File: config.mk
export PLATFORM = sky130hd
export DESIGN_NAME = reseed_pattern_gen
export DESIGN_NICKNAME = d
export VERILOG_FILES = /design/src/rtl/reseed_pkg.sv /design/src/rtl/seed_table.sv /design/src/rtl/accum_core.sv /design/src/rtl/reseed_fsm.sv /design/src/rtl/reseed_pattern_gen.sv
export SDC_FILE = /design/constraint.sdc
export NUM_CORES = 1
export LEC_CHECK = 0
export BUFFER_PORTS_ARGS = -buffer_cell sky130_fd_sc_hd__clkbuf_2
export CORE_MARGIN = 4
export CORE_UTILIZATION = 50
export CTS_BUF_LIST = sky130_fd_sc_hd__clkbuf_8
export DETAILED_ROUTE_END_ITERATION = 12
export PLACE_DENSITY = 0.68
export SLEW_MARGIN = 10
export SYNTH_ARGS = -nofsm -noshare
export SYNTH_HDL_FRONTEND = slang
export SYNTH_SLANG_ARGS = --single-unit
File: constraint.sdc
create_clock -name clk -period 5.26 [get_ports clk]
set_input_delay 0.789 -clock clk [delete_from_list [all_inputs] [get_ports clk]]
set_output_delay 0.789 -clock clk [all_outputs]
set_load 0.01 [all_outputs]
File: src/rtl/reseed_pkg.sv
package reseed_pkg;

    typedef enum logic [1:0] {
        ST_IDLE  = 2'd0,
        ST_FETCH = 2'd1,
        ST_RUN   = 2'd2,
        ST_DONE  = 2'd3
    } seq_state_e;

endpackage

File: src/rtl/seed_table.sv
module seed_table #(
    parameter int WIDTH         = 8,
    parameter int CNT_W         = 8,
    parameter int NUM_ENTRIES   = 4,
    parameter int IDX_W         = 2,
    parameter bit FIXED_RUN_EN  = 1'b0,
    parameter int FIXED_RUN_LEN = 16,
    parameter logic [NUM_ENTRIES*WIDTH-1:0] ADDEND_TAB = '0,
    parameter logic [NUM_ENTRIES*WIDTH-1:0] INIT_TAB   = '0,
    parameter logic [NUM_ENTRIES*CNT_W-1:0] RUN_TAB    = '0
) (
    input  logic [IDX_W-1:0] idx,
    output logic [WIDTH-1:0] addend,
    output logic [WIDTH-1:0] init_state,
    output logic [CNT_W-1:0] run_len
);

    logic [WIDTH-1:0] addend_arr [NUM_ENTRIES];
    logic [WIDTH-1:0] init_arr   [NUM_ENTRIES];

    // entry k lives at slice k of each vector
    for (genvar k = 0; k < NUM_ENTRIES; k++) begin : g_unpack
        assign addend_arr[k] = ADDEND_TAB[k*WIDTH +: WIDTH];
        assign init_arr[k]   = INIT_TAB[k*WIDTH +: WIDTH];
    end

    assign addend     = addend_arr[idx];
    assign init_state = init_arr[idx];

    if (FIXED_RUN_EN) begin : g_shared_len
        // one length for all entries, no per-entry storage
        localparam logic [CNT_W-1:0] SHARED_LEN = CNT_W'(FIXED_RUN_LEN);
        assign run_len = SHARED_LEN;
    end else begin : g_table_len
        logic [CNT_W-1:0] len_arr [NUM_ENTRIES];
        for (genvar k = 0; k < NUM_ENTRIES; k++) begin : g_len
            assign len_arr[k] = RUN_TAB[k*CNT_W +: CNT_W];
        end
        assign run_len = len_arr[idx];
    end

endmodule

File: src/rtl/accum_core.sv
module accum_core #(
    parameter int WIDTH = 8
) (
    input  logic             clk,
    input  logic             rst_n,
    input  logic             load,
    input  logic             step,
    input  logic [WIDTH-1:0] init_state,
    input  logic [WIDTH-1:0] addend,
    output logic [WIDTH-1:0] acc_state,
    output logic [WIDTH-1:0] addend_held
);

    // sum truncated to WIDTH, carry discarded
    logic [WIDTH-1:0] sum_next;
    assign sum_next = acc_state + addend_held;

    always_ff @(posedge clk or negedge rst_n) begin
        if (!rst_n) begin
            acc_state   <= '0;
            addend_held <= '0;
        end else if (load) begin
            acc_state   <= init_state;
            addend_held <= addend;
        end else if (step) begin
            acc_state   <= sum_next;
        end
    end

endmodule

File: src/rtl/reseed_fsm.sv
module reseed_fsm
    import reseed_pkg::*;
#(
    parameter int NUM_ENTRIES = 4,
    parameter int IDX_W       = 2,
    parameter int CNT_W       = 8
) (
    input  logic             clk,
    input  logic             rst_n,
    input  logic             start,
    input  logic [CNT_W-1:0] run_len,
    output logic [IDX_W-1:0] idx,
    output logic             load,
    output logic             step,
    output logic             pattern_valid,
    output logic             done
);

    localparam logic [IDX_W-1:0] LAST_IDX = IDX_W'(NUM_ENTRIES - 1);

    seq_state_e       state_q, state_d;
    logic [IDX_W-1:0] idx_q, idx_d;
    logic [CNT_W-1:0] cnt_q, cnt_d;
    logic             last_entry;
    logic             len_zero;

    assign last_entry = (idx_q == LAST_IDX);
    assign len_zero   = (run_len == '0);

    // state register
    always_ff @(posedge clk or negedge rst_n) begin
        if (!rst_n) begin
            state_q <= ST_IDLE;
            idx_q   <= '0;
            cnt_q   <= '0;
        end else begin
            state_q <= state_d;
            idx_q   <= idx_d;
            cnt_q   <= cnt_d;
        end
    end

    // next state
    always_comb begin
        state_d = state_q;
        idx_d   = idx_q;
        cnt_d   = cnt_q;
        unique case (state_q)
            ST_IDLE, ST_DONE: begin
                if (start) begin
                    state_d = ST_FETCH;
                    idx_d   = '0;
                end
            end
            ST_FETCH: begin
                if (!len_zero) begin
                    state_d = ST_RUN;
                    cnt_d   = run_len - 1'b1;
                end else if (last_entry) begin
                    state_d = ST_DONE;
                end else begin
                    idx_d = idx_q + 1'b1;
                end
            end
            ST_RUN: begin
                if (cnt_q != '0) begin
                    cnt_d = cnt_q - 1'b1;
                end else if (last_entry) begin
                    state_d = ST_DONE;
                end else begin
                    state_d = ST_FETCH;
                    idx_d   = idx_q + 1'b1;
                end
            end
            default: state_d = ST_IDLE;
        endcase
    end

    // outputs
    always_comb begin
        load          = 1'b0;
        step          = 1'b0;
        pattern_valid = 1'b0;
        done          = 1'b0;
        unique case (state_q)
            ST_IDLE:  ;
            ST_FETCH: load = !len_zero;
            ST_RUN: begin
                pattern_valid = 1'b1;
                step          = (cnt_q != '0);
            end
            ST_DONE:  done = 1'b1;
            default:  ;
        endcase
    end

    assign idx = idx_q;


    skip_no_run_chk: assert property (@(posedge clk) disable iff (!rst_n)
        (state_q == ST_FETCH && len_zero) |=> (state_q != ST_RUN));


    done_hold_chk: assert property (@(posedge clk) disable iff (!rst_n)
        (done && !start) |=> done);


    run_no_restart_chk: assert property (@(posedge clk) disable iff (!rst_n)
        (state_q == ST_RUN && cnt_q != '0) |=> (state_q == ST_RUN && idx_q == $past(idx_q)));


    restart_from_zero_chk: assert property (@(posedge clk) disable iff (!rst_n)
        ((state_q == ST_IDLE || state_q == ST_DONE) && start) |=> (state_q == ST_FETCH && idx_q == '0));

endmodule

File: src/rtl/reseed_pattern_gen.sv
module reseed_pattern_gen #(
    parameter int WIDTH         = 8,
    parameter int CNT_W         = 8,
    parameter int NUM_ENTRIES   = 4,
    parameter bit FIXED_RUN_EN  = 1'b0,
    parameter int FIXED_RUN_LEN = 16,
    parameter logic [NUM_ENTRIES*WIDTH-1:0] ADDEND_TAB = {8'h01, 8'h35, 8'h9B, 8'h17},
    parameter logic [NUM_ENTRIES*WIDTH-1:0] INIT_TAB   = {8'h00, 8'hC4, 8'h5E, 8'hA1},
    parameter logic [NUM_ENTRIES*CNT_W-1:0] RUN_TAB    = {8'd12, 8'd20, 8'd0, 8'd9}
) (
    input  logic             clk,
    input  logic             rst_n,
    input  logic             start,
    output logic [WIDTH-1:0] pattern,
    output logic             pattern_valid,
    output logic             done
);

    localparam int IDX_W = (NUM_ENTRIES > 1) ? $clog2(NUM_ENTRIES) : 1;

    logic [IDX_W-1:0] idx;
    logic [WIDTH-1:0] addend;
    logic [WIDTH-1:0] init_state;
    logic [CNT_W-1:0] run_len;
    logic             load;
    logic             step;
    logic [WIDTH-1:0] addend_held;

    seed_table #(
        .WIDTH(WIDTH), .CNT_W(CNT_W), .NUM_ENTRIES(NUM_ENTRIES), .IDX_W(IDX_W),
        .FIXED_RUN_EN(FIXED_RUN_EN), .FIXED_RUN_LEN(FIXED_RUN_LEN),
        .ADDEND_TAB(ADDEND_TAB), .INIT_TAB(INIT_TAB), .RUN_TAB(RUN_TAB)
    ) u_table (
        .idx(idx), .addend(addend), .init_state(init_state), .run_len(run_len)
    );

    reseed_fsm #(
        .NUM_ENTRIES(NUM_ENTRIES), .IDX_W(IDX_W), .CNT_W(CNT_W)
    ) u_fsm (
        .clk(clk), .rst_n(rst_n), .start(start), .run_len(run_len),
        .idx(idx), .load(load), .step(step),
        .pattern_valid(pattern_valid), .done(done)
    );

    accum_core #(
        .WIDTH(WIDTH)
    ) u_acc (
        .clk(clk), .rst_n(rst_n), .load(load), .step(step),
        .init_state(init_state), .addend(addend),
        .acc_state(pattern), .addend_held(addend_held)
    );


    first_is_init_chk: assert property (@(posedge clk) disable iff (!rst_n)
        $rose(pattern_valid) |-> (pattern == init_state));


    step_adds_chk: assert property (@(posedge clk) disable iff (!rst_n)
        (pattern_valid && $past(pattern_valid)) |-> (pattern == WIDTH'($past(pattern) + $past(addend_held))));


    quiet_outputs_chk: assert property (@(posedge clk) disable iff (!rst_n)
        !(pattern_valid && done));

endmodule

## Word level (Yosys, flattened, before mapping)

Index checks and enable logic that the tools add are counted.

- Register bits: 28
- Bits of input ports: 3
- Output and inout bits: 10
- Word-level logic and storage cells: 60

- $add $sub $neg: 4
- Order comparisons: 1
- Eq/ne operators: 10
- Muxes and demuxes: 29
- Bitwise logic cells: 1
- Reductions and logical operators: 10

Operators by type and width:

| kind | number |
|---|---|
| 2-to-1 mux 8 bit | 10 |
| binary-select mux 8 bit (select 2 bit) | 3 |
| 2-to-1 mux 2 bit | 9 |
| one-hot mux 8 bit (2 select lines) | 1 |
| subtractor 8 x 1 -> 8 bit, second input constant | 2 |
| one-hot mux 2 bit (3 select lines) | 2 |
| AND reduction 3 bit | 3 |
| adder 8 bit | 1 |
| zero test 8 bit | 1 |
| nonzero test 8 bit | 1 |
| equality test 2 bit, second input constant | 3 |
| inequality test 2 bit, second input constant | 3 |
| 2-to-1 mux 1 bit | 4 |
| inequality test 2 x 1 -> 1 bit, second input constant | 2 |
| nonzero test 2 bit | 2 |
| >= comparator 3 bit, second input constant | 1 |
| inequality test 3 x 2 -> 1 bit, second input constant | 1 |
| NOT 2 -> 3 bit | 1 |
| adder 2 x 1 -> 2 bit, second input constant | 1 |
| equality test 2 x 1 -> 1 bit, second input constant | 1 |
| zero test 2 bit | 1 |
| OR reduction 2 bit | 1 |
| zero test 1 bit | 1 |

## Longest topological paths before layout

Gate-level depths: netlist of the first run.

- Word-level depth: 8
- Mapped depth: 9
- Gate-level depth less buffers: 8

## Hierarchy

A second synthesis of the first run with hierarchy kept.

- Cell total of the unflattened synthesis: 237
- Area total of the unflattened synthesis: 2165.8 µm²

By module, submodules not included:

| module | instances | cells each | area each (µm²) |
|---|---|---|---|
| accum_core | 1 | 101 | 1028.5 |
| reseed_fsm | 1 | 109 | 938.4 |
| seed_table | 1 | 27 | 198.9 |

## Worst setup path before layout of the first run

OpenSTA, ideal clock, no wires.

- Path type: reg-to-reg
- Start: reg u_fsm.idx_q[1] (netlist: u_fsm.idx[1])
- End: reg u_fsm.cnt_q[7]
- Setup time: 127 ps
- Arrival: 2031 ps
- Setup slack: 3101 ps
- Cell stages (with the launch flop): 8
- Clock period less this slack: 2159 ps
- Cells stage by stage: dfrtp_1 -> inv_1 -> ha_1 -> a21o_1 -> a41o_1 -> or4_4 -> a221oi_2 -> xnor2_1

- Word-level cells in the longest chain between the ends: 7
- Elaborated cells on any way between the ends: 10

RTL lines:

| what | line | text |
|---|---|---|
| from (decl) | reseed_fsm.sv:22 | `logic [IDX_W-1:0] idx_q, idx_d;` |
| from (signal assigned) | reseed_fsm.sv:38 | `idx_q <= idx_d;` |
| NOT 2 -> 3 bit (not written as such) (*) | seed_table.sv:39 | `assign run_len = len_arr[idx];` |
| binary-select mux 8 bit (select 2 bit) (*) | seed_table.sv:39 |  |
| 2-to-1 mux 8 bit (not written as such) (*) (2 in a row) | seed_table.sv:39 |  |
| subtractor 8 x 1 -> 8 bit or zero test 8 bit (tied branches) | reseed_fsm.sv:58, reseed_fsm.sv:28 |  |
| 2-to-1 mux 8 bit or inequality test 2 bit (tied branches) | -- |  |
| one-hot mux 8 bit (2 select lines) or AND reduction 3 bit (tied branches) | -- |  |
| to (signal assigned) | reseed_fsm.sv:39 | `cnt_q <= cnt_d;` |
| to (decl) | reseed_fsm.sv:23 | `logic [CNT_W-1:0] cnt_q, cnt_d;` |

Mark *: on every way between the ends. The rest lies on a longest branch, timed or not. The select of a mux whose other input is x is not followed.
A chain may end at the register's enable or synchronous reset.

## Worst setup path after layout of the first run

Ends and elaborated chain as after synthesis.

==> flow_metrics.tcl, run 1 <==
set metrics [dict create \
    outcome "finished clean" \
    syn_inst 200 \
    crit_start "u_fsm.idx[1]$_DFFE_PN0P_" \
    path_class "flop to flop" \
    p_sw_w 0.000691 \
    vias 1501 \
    cp.depth 7 \
    post_cts_resized 0 \
    wl_met2_um 1890 \
    grt_max_degree 27 \
    insertion_delay_ns 0.27 \
    seqPwrFrac_pct 27.0 \
    r2r-start "u_fsm.idx[1]$_DFFE_PN0P_" \
    synth.area.mux_share_pct 2.33 \
    switching_share_pct 48.7 \
    synth_fa_ha_area_share_pct 13.9 \
    report.final.hold_viol_count 0 \
    critPathBufInv 1 \
    hold_buffers 0 \
    fmax_ghz 0.393 \
    synth_top_area_share_pct 36.8 \
    p_per_area_nw_per_um2 739 \
    synth-seq-cells 26 \
    start_util_pct 52.2 \
    hold_depth 1 \
    fin_tns_setup_ns 0 \
    p_leak_nw 0.853 \
    first_pass_iters 4 \
    p_clk_share_pct 7.8 \
    route.detailed.drc 0 \
    die_x_um 67.5 \
    rr_worst_depth 7 \
    placed_cells 254 \
    cp.arrival_ns 2.74 \
    setup_viol 0 \
    cts_made_buffers 3 \
    avgRoutedWirePerCell_um 14.8 \
    cts.clk_slew.worst_paths_ns 0.09 \
    htree_levels 1 \
    syn_area_um2 1770 \
    min_path_type "flop to flop" \
    antenna_left 0 \
    internal_power_w 0.000727 \
    final_area_um2 1920 \
    clock_skew_ns 0.00404 \
    rr_endpoint "u_fsm.cnt_q[7]$_DFFE_PN0P_" \
    routed_wl_um 3800 \
    synthesis.nets 222 \
    synth_seq_area_share_pct 36.8 \
    hold_ws_ns 0.489 \
    pin_count 13 \
    antenna_found_initial 0 \
    post-cts-setup-buffer-count 0 \
    top_layer_used "met4" \
    grt_pass1_wl_um 6760 \
    place_area_um2 1880 \
    crit_path_end_kind "flop" \
    synth_top_family_by_area "compound AO/OA/AOI/OAI gates" \
    crit_required_ns 5.46 \
    dr.first_iter.drc_count 59 \
    via_per_inst 5.84 \
    synth_top_area_cell "dfrtp_1" \
    cts_tree "done" \
    worst_pin_slew_ns 0.654 \
    power_w 0.00142 \
    grt-ovfl-total 0 \
    yosysUniqueCellTypes 38 \
    crit_slowest_cell "or4_4" \
    critPathTopFamily "compound AO/OA/AOI/OAI gates" \
    n_antenna_cell 0 \
    syn_to_final_growth_pct 8.49 \
    critPathLaunchType "flop" \
    cp_max_fo 13 \
    crit_path_max_incr_delay_ns 0.60 \
    cts_sinks 26 \
    cts_max_path_buffers 2 \
    slew_headroom_pct 56.4 \
    cap_viol_max_count 0 \
    rows 21 \
    gp_congestion 0.836 \
    hpwl_um 2850 \
    core_area_um2 3390 \
    critPathCapture "u_fsm.cnt_q[7]$_DFFE_PN0P_" \
    min_period_ns 2.55 \
    path_cells "inv_1, ha_1, a21o_1, a41o_1, or4_4, a221oi_2, xnor2_1" \
    wl_met1_um 1710 \
    finalMaxSlewViolations 0 \
    die_h_um 67.5 \
    route.met3.wl_um 110 \
    synth-xor-area-share_pct 3.47 \
    instances_no_fill 257 \
    drive_above_1_share_pct 9.00 \
    synth-compound-area-share_pct 23.8 \
    fin_crit_sh_pct 48.4 \
    synth_area_leaders "dfrtp_1 37%, ha_1 13%, a21oi_1 5.4%" \
    ir_worst_vdd_v 0.000318 \
    rsz0062_at_grt "no" \
    dieArea_um2 4550 \
    synth_simple_gate_area_share_pct 15.8 \
    grt_pass1_vias 1539 \
    port_buffers 12 \
    reg2reg_slack_ns 2.71 \
    cts.root.buffer_cell "clkbuf_8" \
    postSynthAreaPerCell_um2 8.85 \
    comb_power_share_pct 65.2 \
    grtUsageTotal_pct 19.5 \
    synth_warnings 0 \
    nets 235 \
]
## layout by cell type (no fill, tap or decap), types with 3 or more instances in the layout
cell / instances
a21oi_1: 19
clkbuf_8: 3
mux2i_1: 3
o21ai_0: 12
clkbuf_2: 12
dfrtp_1: 26
nand3_1: 5
ha_1: 18
nor3_1: 8
nor2b_1: 3
nor2_1: 11
nand2b_1: 3
o21ai_1: 9
nand2_1: 21
xnor2_1: 4
inv_1: 12
o21a_1: 4
a21o_1: 3
xor2_1: 3
## power by group through the flow
| stage | registers, W | clock network, W | logic, W |
|---|---|---|---|
| 2_1_floorplan | 0.000379 | 0 | 0.000699 |
| 3_3_place_gp | 0.000381 | 0 | 0.000882 |
| 3_5_place_dp | 0.000387 | 0 | 0.000917 |
| 4_1_cts | 0.000383 | 0.000116 | 0.000924 |
| 5_1_grt | 0.000397 | 0.000122 | 0.00105 |
| 6_report | 0.000383 | 0.000111 | 0.000925 |
## worst register-to-register path, cell delays in order (launching register included)
cell and delay (ns):
dfrtp_1 0.52, inv_1 0.18, ha_1 0.26, a21o_1 0.21, a41o_1 0.36, or4_4 0.60
a221oi_2 0.20, xnor2_1 0.14
## final cells by class
cell class	count	area, um^2
clock buffers	3	41.3
fillers	312	1470
inverters	12	45.0
multi-input cells	156	1050
flip-flops and latches	26	651
well taps	46	57.6
repair buffers	14	75.1
## registers in the layout (all words and copies together), names as in the netlist
signal,flops
u_fsm.state_q,2
u_acc.addend_held,6
u_fsm.cnt_q,8
u_fsm.idx,2
u_acc.acc_state,8
## Yosys cell counts (all sizes together)
cell and n:
a211oi 2, a21o 3, a21oi 19, a221o 1, a221oi 1, a22oi 2
a31oi 2, a41o 1, and3 1, buf 1, clkbuf 5, dfrtp 26
fa 1, ha 18, inv 12, mux2 1, mux2i 3, nand2 21
nand2b 3, nand3 5, nand4 2, nor2 11, nor2b 3, nor3 8
nor3b 2, o2111ai 2, o211ai 2, o21a 4, o21ai 21, o2bb2ai 2
o31a 2, o31ai 2, o41ai 1, or3 2, or4 1, xnor2 4
xor2 3
## metal layers
metal | GRT usage, % | vias to the layer above
li1 | - | 743
met1 | 23.5 | 728
met2 | 33.7 | 21
met3 | 3.00 | 9
met4 | 9.37 | 0
met5 | 0 | -
## worst min-delay path by stage
stage,start,to,slack [ns]
floorplan,u_acc.addend_held[0]$_DFFE_PN0P_,u_acc.addend_held[0]$_DFFE_PN0P_,0.44
global placement,u_acc.addend_held[0]$_DFFE_PN0P_,u_acc.addend_held[0]$_DFFE_PN0P_,0.46
detailed placement,u_acc.addend_held[0]$_DFFE_PN0P_,u_acc.addend_held[0]$_DFFE_PN0P_,0.48
CTS,u_acc.addend_held[0]$_DFFE_PN0P_,u_acc.addend_held[0]$_DFFE_PN0P_,0.50
global route,u_acc.addend_held[4]$_DFFE_PN0P_,u_acc.addend_held[4]$_DFFE_PN0P_,0.52
finish,u_acc.addend_held[0]$_DFFE_PN0P_,u_acc.addend_held[0]$_DFFE_PN0P_,0.49
## logic make-up (layout without fill, tap and decap cells)
logic type,after synthesis,after routing
compound gates,67,67
flops,26,26
simple gates,59,59
buf+inv,18,29
mux,4,4
fa+ha+maj,19,19
xor+xnor,7,7
## per-stage QoR
step | utilization, % | setup slack [ns]
floorplan | - | 3.10
global placement | 55.4 | 2.85
detailed placement | 55.4 | 2.74
CTS | 56.6 | 2.72
global route | 56.6 | 2.46
finish | 56.6 | 2.71
Note: power is estimated with default switching activity, not from simulation.
==> run 2: changes to the inputs <==
--- a/config.mk
+++ b/config.mk
@@ -5,12 +5,13 @@
 export SDC_FILE = /design/constraint.sdc
 export NUM_CORES = 1
 export LEC_CHECK = 0
+export ABC_AREA = 1
 export BUFFER_PORTS_ARGS = -buffer_cell sky130_fd_sc_hd__clkbuf_2
 export CORE_MARGIN = 4
 export CORE_UTILIZATION = 50
 export CTS_BUF_LIST = sky130_fd_sc_hd__clkbuf_8
 export DETAILED_ROUTE_END_ITERATION = 12
-export PLACE_DENSITY = 0.68
+export PLACE_DENSITY = 0.71
 export SLEW_MARGIN = 10
 export SYNTH_ARGS = -nofsm -noshare
 export SYNTH_HDL_FRONTEND = slang
==> constraint.sdc (replaced) <==
create_clock -name clk -period 2.3 [get_ports clk]
set_input_delay 0.345 -clock clk [delete_from_list [all_inputs] [get_ports clk]]
set_output_delay 0.345 -clock clk [all_outputs]
set_load 0.01 [all_outputs]
==> run 2 against run 1 <==
Final area is 4.3% higher; die area is 4.0% higher; synthesized cell count is 25% higher; count of clock-buffer cells in the layout stayed put; non-clock buffer count is 1 lower; register-to-register slack worse by 2.3 ns; sequential cell count stayed put; critical path type unchanged.
==> flow_metrics.tcl, run 2 <==
set metrics [dict create \
    path_class "flop to flop" \
    grt_pass1_wl_um 7070 \
    dr.first_iter.drc_count 114 \
    outcome "finished clean" \
    rr_endpoint "u_fsm.cnt_q[4]$_DFFE_PN0P_" \
    antenna_found_initial 0 \
    first_pass_iters 4 \
    synth_area_leaders "dfrtp_1 35%, nand2_1 17%, ha_1 12%" \
    synth_top_area_share_pct 35.2 \
    n_antenna_cell 0 \
    cts_max_path_buffers 2 \
    worst_pin_slew_ns 0.669 \
    die_x_um 68.8 \
    start_util_pct 53.8 \
    slew_headroom_pct 55.4 \
    syn_to_final_growth_pct 8.18 \
    ys_top_cells_by_count "84 x nand2_1, 26 x dfrtp_1, 25 x inv_1" \
    reg.largest.list "u_acc.acc_state x8, u_fsm.cnt_q x8, u_acc.addend_held x6" \
    reg2reg_slack_ns 0.40 \
    route.detailed.drc 0 \
    fin_crit_sh_pct 82.6 \
    routed_wl_um 3820 \
    report.final.hold_viol_count 0 \
    postSynthAreaPerCell_um2 7.40 \
    syn_area_um2 1850 \
    crit_required_ns 2.51 \
    synth-seq-cells 26 \
    min_period_ns 1.90 \
    postSynth.asyncResetShare_pct 100 \
    post_cts_resized 0 \
    synth_seq_area_share_pct 35.2 \
    instances_no_fill 309 \
    die_h_um 68.8 \
    critPathLaunchType "flop" \
    grt_max_degree 27 \
    rr_worst_depth 10 \
    grtUsageTotal_pct 19.8 \
    min_path_type "primary input to asynchronous set/reset pin" \
    cp_max_fo 6 \
    finalMaxSlewViolations 0 \
    yosysUniqueCellTypes 26 \
    cp.arrival_ns 2.12 \
    final_cell_mix "84 x nand2_1, 26 x dfrtp_1, 25 x inv_1, 19 x nor2_1, 18 x ha_1" \
    cts_sinks 26 \
    grt_pass1_vias 1540 \
    synth_top_area_cell "dfrtp_1" \
    cts.clk_slew.worst_paths_ns 0.09 \
    vias 1573 \
    fin_tns_setup_ns 0 \
    grt-ovfl-total 0 \
    htree_levels 1 \
    hpwl_um 2930 \
    rows 21 \
    cts_tree "done" \
    via_per_inst 5.09 \
    core_area_um2 3440 \
    rsz0062_at_grt "no" \
    synth.most_common_cell "nand2_1" \
    nets 287 \
    dieArea_um2 4740 \
    port_buffers 12 \
    synth_edf_count 0 \
    crit_path_end_kind "flop" \
    cts.root.buffer_cell "clkbuf_8" \
    pin_count 13 \
    antenna_left 0 \
    synthesis.nets 272 \
    synthFlopType "dfrtp_1" \
    insertion_delay_ns 0.27 \
    r2r-start "u_fsm.idx[1]$_DFFE_PN0P_" \
    hold_buffers 0 \
    fmax_ghz 0.526 \
    avgRoutedWirePerCell_um 12.4 \
    cap_viol_max_count 0 \
    post-cts-setup-buffer-count 0 \
    layout_commonest_cell "nand2_1" \
    setup_viol 0 \
    gp_congestion 0.862 \
    syn_inst 250 \
    n_fill_cell 330 \
    clock_skew_ns 0.00511 \
    drive_above_1_share_pct 14.1 \
    synth_warnings 0 \
    cts_made_buffers 3 \
    placed_cells 306 \
]
[run 2: cell count changes in the layout (fill, tap and decap cells not counted), sizes merged, moves of 4 or more]
cell	before	now
nand2	21	88
inv	12	28
nand3	5	18
nor2	11	24
a21oi	19	12
nor3	8	1
o21a	4	0
[run 2: area by class of cell]
type / count / area [um^2] / share of cell area [%]
clock buffer: 3 / 41.3 / 2.06
inverter: 28 / 105 / 5.25
multi-input combinational: 193 / 1080 / 53.9
sequential: 26 / 651 / 32.5
tap: 46 / 57.6 / 2.88
timing repair buffer: 13 / 67.6 / 3.38
[run 2: per-layer routing]
metal / wire length [um] / track usage (%) / share of wire [%] / vias to the layer above
li1: - / - / - / 820
met1: 2050 / 29.6 / 54 / 726
met2: 1600 / 29.3 / 42 / 23
met3: 130 / 3.89 / 3.4 / 4
met4: 42 / 4.38 / 1.1 / 0
met5: 0 / 0 / 0 / -
[run 2: worst max path at each step]
stage,cells past startpoint,slack (ns),from,endpoint
after floorplan,10,0.52,u_fsm.state_q[0]$_DFFE_PN0P_,u_fsm.cnt_q[4]$_DFFE_PN0P_
after global placement,10,0.50,u_fsm.idx[0]$_DFFE_PN0P_,u_fsm.cnt_q[4]$_DFFE_PN0P_
after detailed placement,10,0.41,u_fsm.idx[1]$_DFFE_PN0P_,u_fsm.cnt_q[4]$_DFFE_PN0P_
after CTS,10,0.39,u_fsm.idx[1]$_DFFE_PN0P_,u_fsm.cnt_q[4]$_DFFE_PN0P_
after global routing,10,0.16,u_fsm.idx[1]$_DFFE_PN0P_,u_fsm.cnt_q[4]$_DFFE_PN0P_
final,10,0.40,u_fsm.idx[1]$_DFFE_PN0P_,u_fsm.cnt_q[4]$_DFFE_PN0P_
[run 2: kinds of logic (layout without fill, tap and decap cells)]
group | count (synthesis) | after routing | share of synthesized area [%]
xor+xnor | 5 | 5 | 2.37
fa+ha+maj | 19 | 19 | 13.3
compound gates | 34 | 34 | 10.8
simple gates | 135 | 135 | 31.9
flops | 26 | 26 | 35.2
buf+inv | 31 | 44 | 6.49
[run 2: per-stage QoR]
stage	instance area [um^2]	hold WS, ns	setup slack (ns)	util, %
2_1_floorplan	1850	0.0494	0.521	-
3_3_place_gp	1960	0.411	0.498	57.0
3_5_place_dp	1960	0.415	0.410	57.0
4_1_cts	2000	0.117	0.394	58.2
5_1_grt	2000	0.129	0.165	58.2
6_report	2000	0.0882	0.400	58.2
[run 2: worst max-delay path, stage by stage (launching register included)]
cell	delay, ns
dfrtp_1	0.45
inv_1	0.16
ha_1	0.21
inv_1	0.06
o21ai_1	0.31
inv_1	0.09
ha_1	0.23
nand2_1	0.09
xor2_1	0.14
nand2_1	0.06
nand2_1	0.06
Power of run 2 is left out: the tool's default activity adds up to more than one toggle a clock period on the data nets, which glitch-free logic cannot reach.
==> run 3: changes to the inputs <==
--- a/config.mk
+++ b/config.mk
@@ -11,7 +11,7 @@
 export CORE_UTILIZATION = 50
 export CTS_BUF_LIST = sky130_fd_sc_hd__clkbuf_8
 export DETAILED_ROUTE_END_ITERATION = 12
-export PLACE_DENSITY = 0.71
+export PLACE_DENSITY = 0.68
 export SLEW_MARGIN = 10
 export SYNTH_ARGS = -nofsm -noshare
 export SYNTH_HDL_FRONTEND = slang
==> constraint.sdc (replaced) <==
create_clock -name clk -period 1.9 [get_ports clk]
set_input_delay 0.285 -clock clk [delete_from_list [all_inputs] [get_ports clk]]
set_output_delay 0.285 -clock clk [all_outputs]
set_load 0.01 [all_outputs]
==> run 3 against run 2 <==
Count of clock-buffer cells in the layout unchanged; critical path depth unchanged; final cell count up 1.3%; sequential cell count unchanged; sequential share of layout area down 0.52 points; worst setup slack worse by 0.24 ns; die area unchanged; register-to-register slack worse by 0.24 ns; critical endpoint is now u_acc.acc_state[6]$_DFFE_PN0P_.
==> flow_metrics.tcl, run 3 (synthesized netlist as in run 2, its figures left out) <==
set metrics [dict create \
    routed_wl_um 3700 \
    cp.arrival_ns 1.90 \
    cts.root.buffer_cell "clkbuf_8" \
    hold_buffers 0 \
    n_antenna_cell 0 \
    avgRoutedWirePerCell_um 11.8 \
    slew_headroom_pct 56.5 \
    port_buffers 12 \
    cts_tree "done" \
    instances_no_fill 313 \
    antenna_found_initial 0 \
    die_h_um 68.8 \
    hold_ws_ns 0.0345 \
    critPathTopFamily "simple AND/OR/NAND/NOR gates" \
    cts_sinks 26 \
    grtUsageTotal_pct 18.4 \
    first_pass_iters 4 \
    drive_above_1_share_pct 16.5 \
    report.final.hold_viol_count 0 \
    cp_max_fo 3 \
    fin_crit_sh_pct 91.5 \
    final_cell_mix "83 x nand2_1, 25 x inv_1, 25 x dfrtp_1, 19 x nor2_1, 17 x ha_1" \
    gp_congestion 0.862 \
    start_util_pct 53.8 \
    grt_max_degree 27 \
    placed_cells 310 \
    cts_made_buffers 3 \
    reg.largest.list "u_acc.acc_state x8, u_fsm.cnt_q x8, u_acc.addend_held x6" \
    htree_levels 1 \
    outcome "finished clean" \
    die_x_um 68.8 \
    clock_skew_ns 0.00391 \
    grt-ovfl-total 0 \
    rows 21 \
    insertion_delay_ns 0.26 \
    cap_viol_max_count 0 \
    min_period_ns 1.74 \
    finalMaxSlewViolations 0 \
    core_area_um2 3440 \
    cts_max_path_buffers 2 \
    via_per_inst 4.93 \
    final_area_um2 2040 \
    crit_required_ns 2.06 \
    crit_path_frequent_cell "nand2_1" \
    antenna_left 0 \
    syn_to_final_growth_pct 10.1 \
    n_fill_cell 331 \
    cts.clk_slew.worst_paths_ns 0.09 \
    crit_slowest_cell "fa_1" \
    fin_tns_setup_ns 0 \
    dr.first_iter.drc_count 78 \
    crit_path_end_kind "flop" \
    nets 291 \
    path_class "flop to flop" \
    critPathBufInv 1 \
    route.detailed.drc 0 \
    hpwl_um 2930 \
    setup_viol 0 \
    rsz0062_at_grt "no" \
    grt_pass1_wl_um 6580 \
    fmax_ghz 0.575 \
    min_path_type "primary input to asynchronous set/reset pin" \
    place_area_um2 1990 \
    vias 1544 \
    worst_pin_slew_ns 0.653 \
    pin_count 13 \
    path_cells "ha_1, inv_1, fa_1, nand3b_1, nand2_2, nand3_1, nand2_1, nand2_1, nand3_1, nand2_1" \
    layout_commonest_cell "nand2_1" \
    critPathLaunchType "flop" \
    crit_path_max_incr_delay_ns 0.41 \
    grt_pass1_vias 1419 \
    dieArea_um2 4740 \
]
-- run 3: cell type report --
cell class              count  area, um^2  area share [%]
clock buffers               3        41.3            2.03
inverters                  28         105            5.16
multi-input cells         193        1080            53.2
flip-flops and latches     26         652            32.0
well taps                  46        57.6            2.82
repair buffers             17        97.6            4.79
-- run 3: final timing paths --
check	start	end	slack, ns	depth (start not counted)
worst min register to register	u_acc.addend_held[0]$_DFFE_PN0P_	u_acc.addend_held[0]$_DFFE_PN0P_	0.48	1
worst min-delay path	rst_n	u_fsm.state_q[1]$_DFFE_PN0P_	0.03	1
min in group clk	u_acc.addend_held[0]$_DFFE_PN0P_	u_acc.addend_held[0]$_DFFE_PN0P_	0.48	1
max in group asynchronous	rst_n	u_fsm.idx[0]$_DFFE_PN0P_	1.41	1
worst max-delay path	u_acc.acc_state[0]$_DFFE_PN0P_	u_acc.acc_state[6]$_DFFE_PN0P_	0.16	10
worst max register to register	u_acc.acc_state[0]$_DFFE_PN0P_	u_acc.acc_state[6]$_DFFE_PN0P_	0.16	10
-- run 3: per-layer routing --
layer  up-vias  global-route usage [%]  share of wire [%]
met5         -                       0                  0
met4         0                    2.92               0.62
met3         2                    3.08                4.3
met2        25                    27.1                 41
met1       686                    28.6                 54
li1        831                       -                  -
-- run 3: repair_timing --
item                                   4_1_cts  5_1_grt
endpoints found under the hold margin        0        0
setup endpoints to repair                    0        5
resized for setup                            0        3
setup buffers                                0        0
-- run 3: stage by stage --
| step | setup slack [ns] | util, % |
|---|---|---|
| 2_1_floorplan | 0.121 | - |
| 3_3_place_gp | 0.164 | 57.8 |
| 3_5_place_dp | 0.144 | 57.8 |
| 4_1_cts | 0.120 | 59.0 |
| 5_1_grt | 0.0157 | 59.2 |
| 6_report | 0.162 | 59.2 |
Power of run 3 is left out for the same reason.
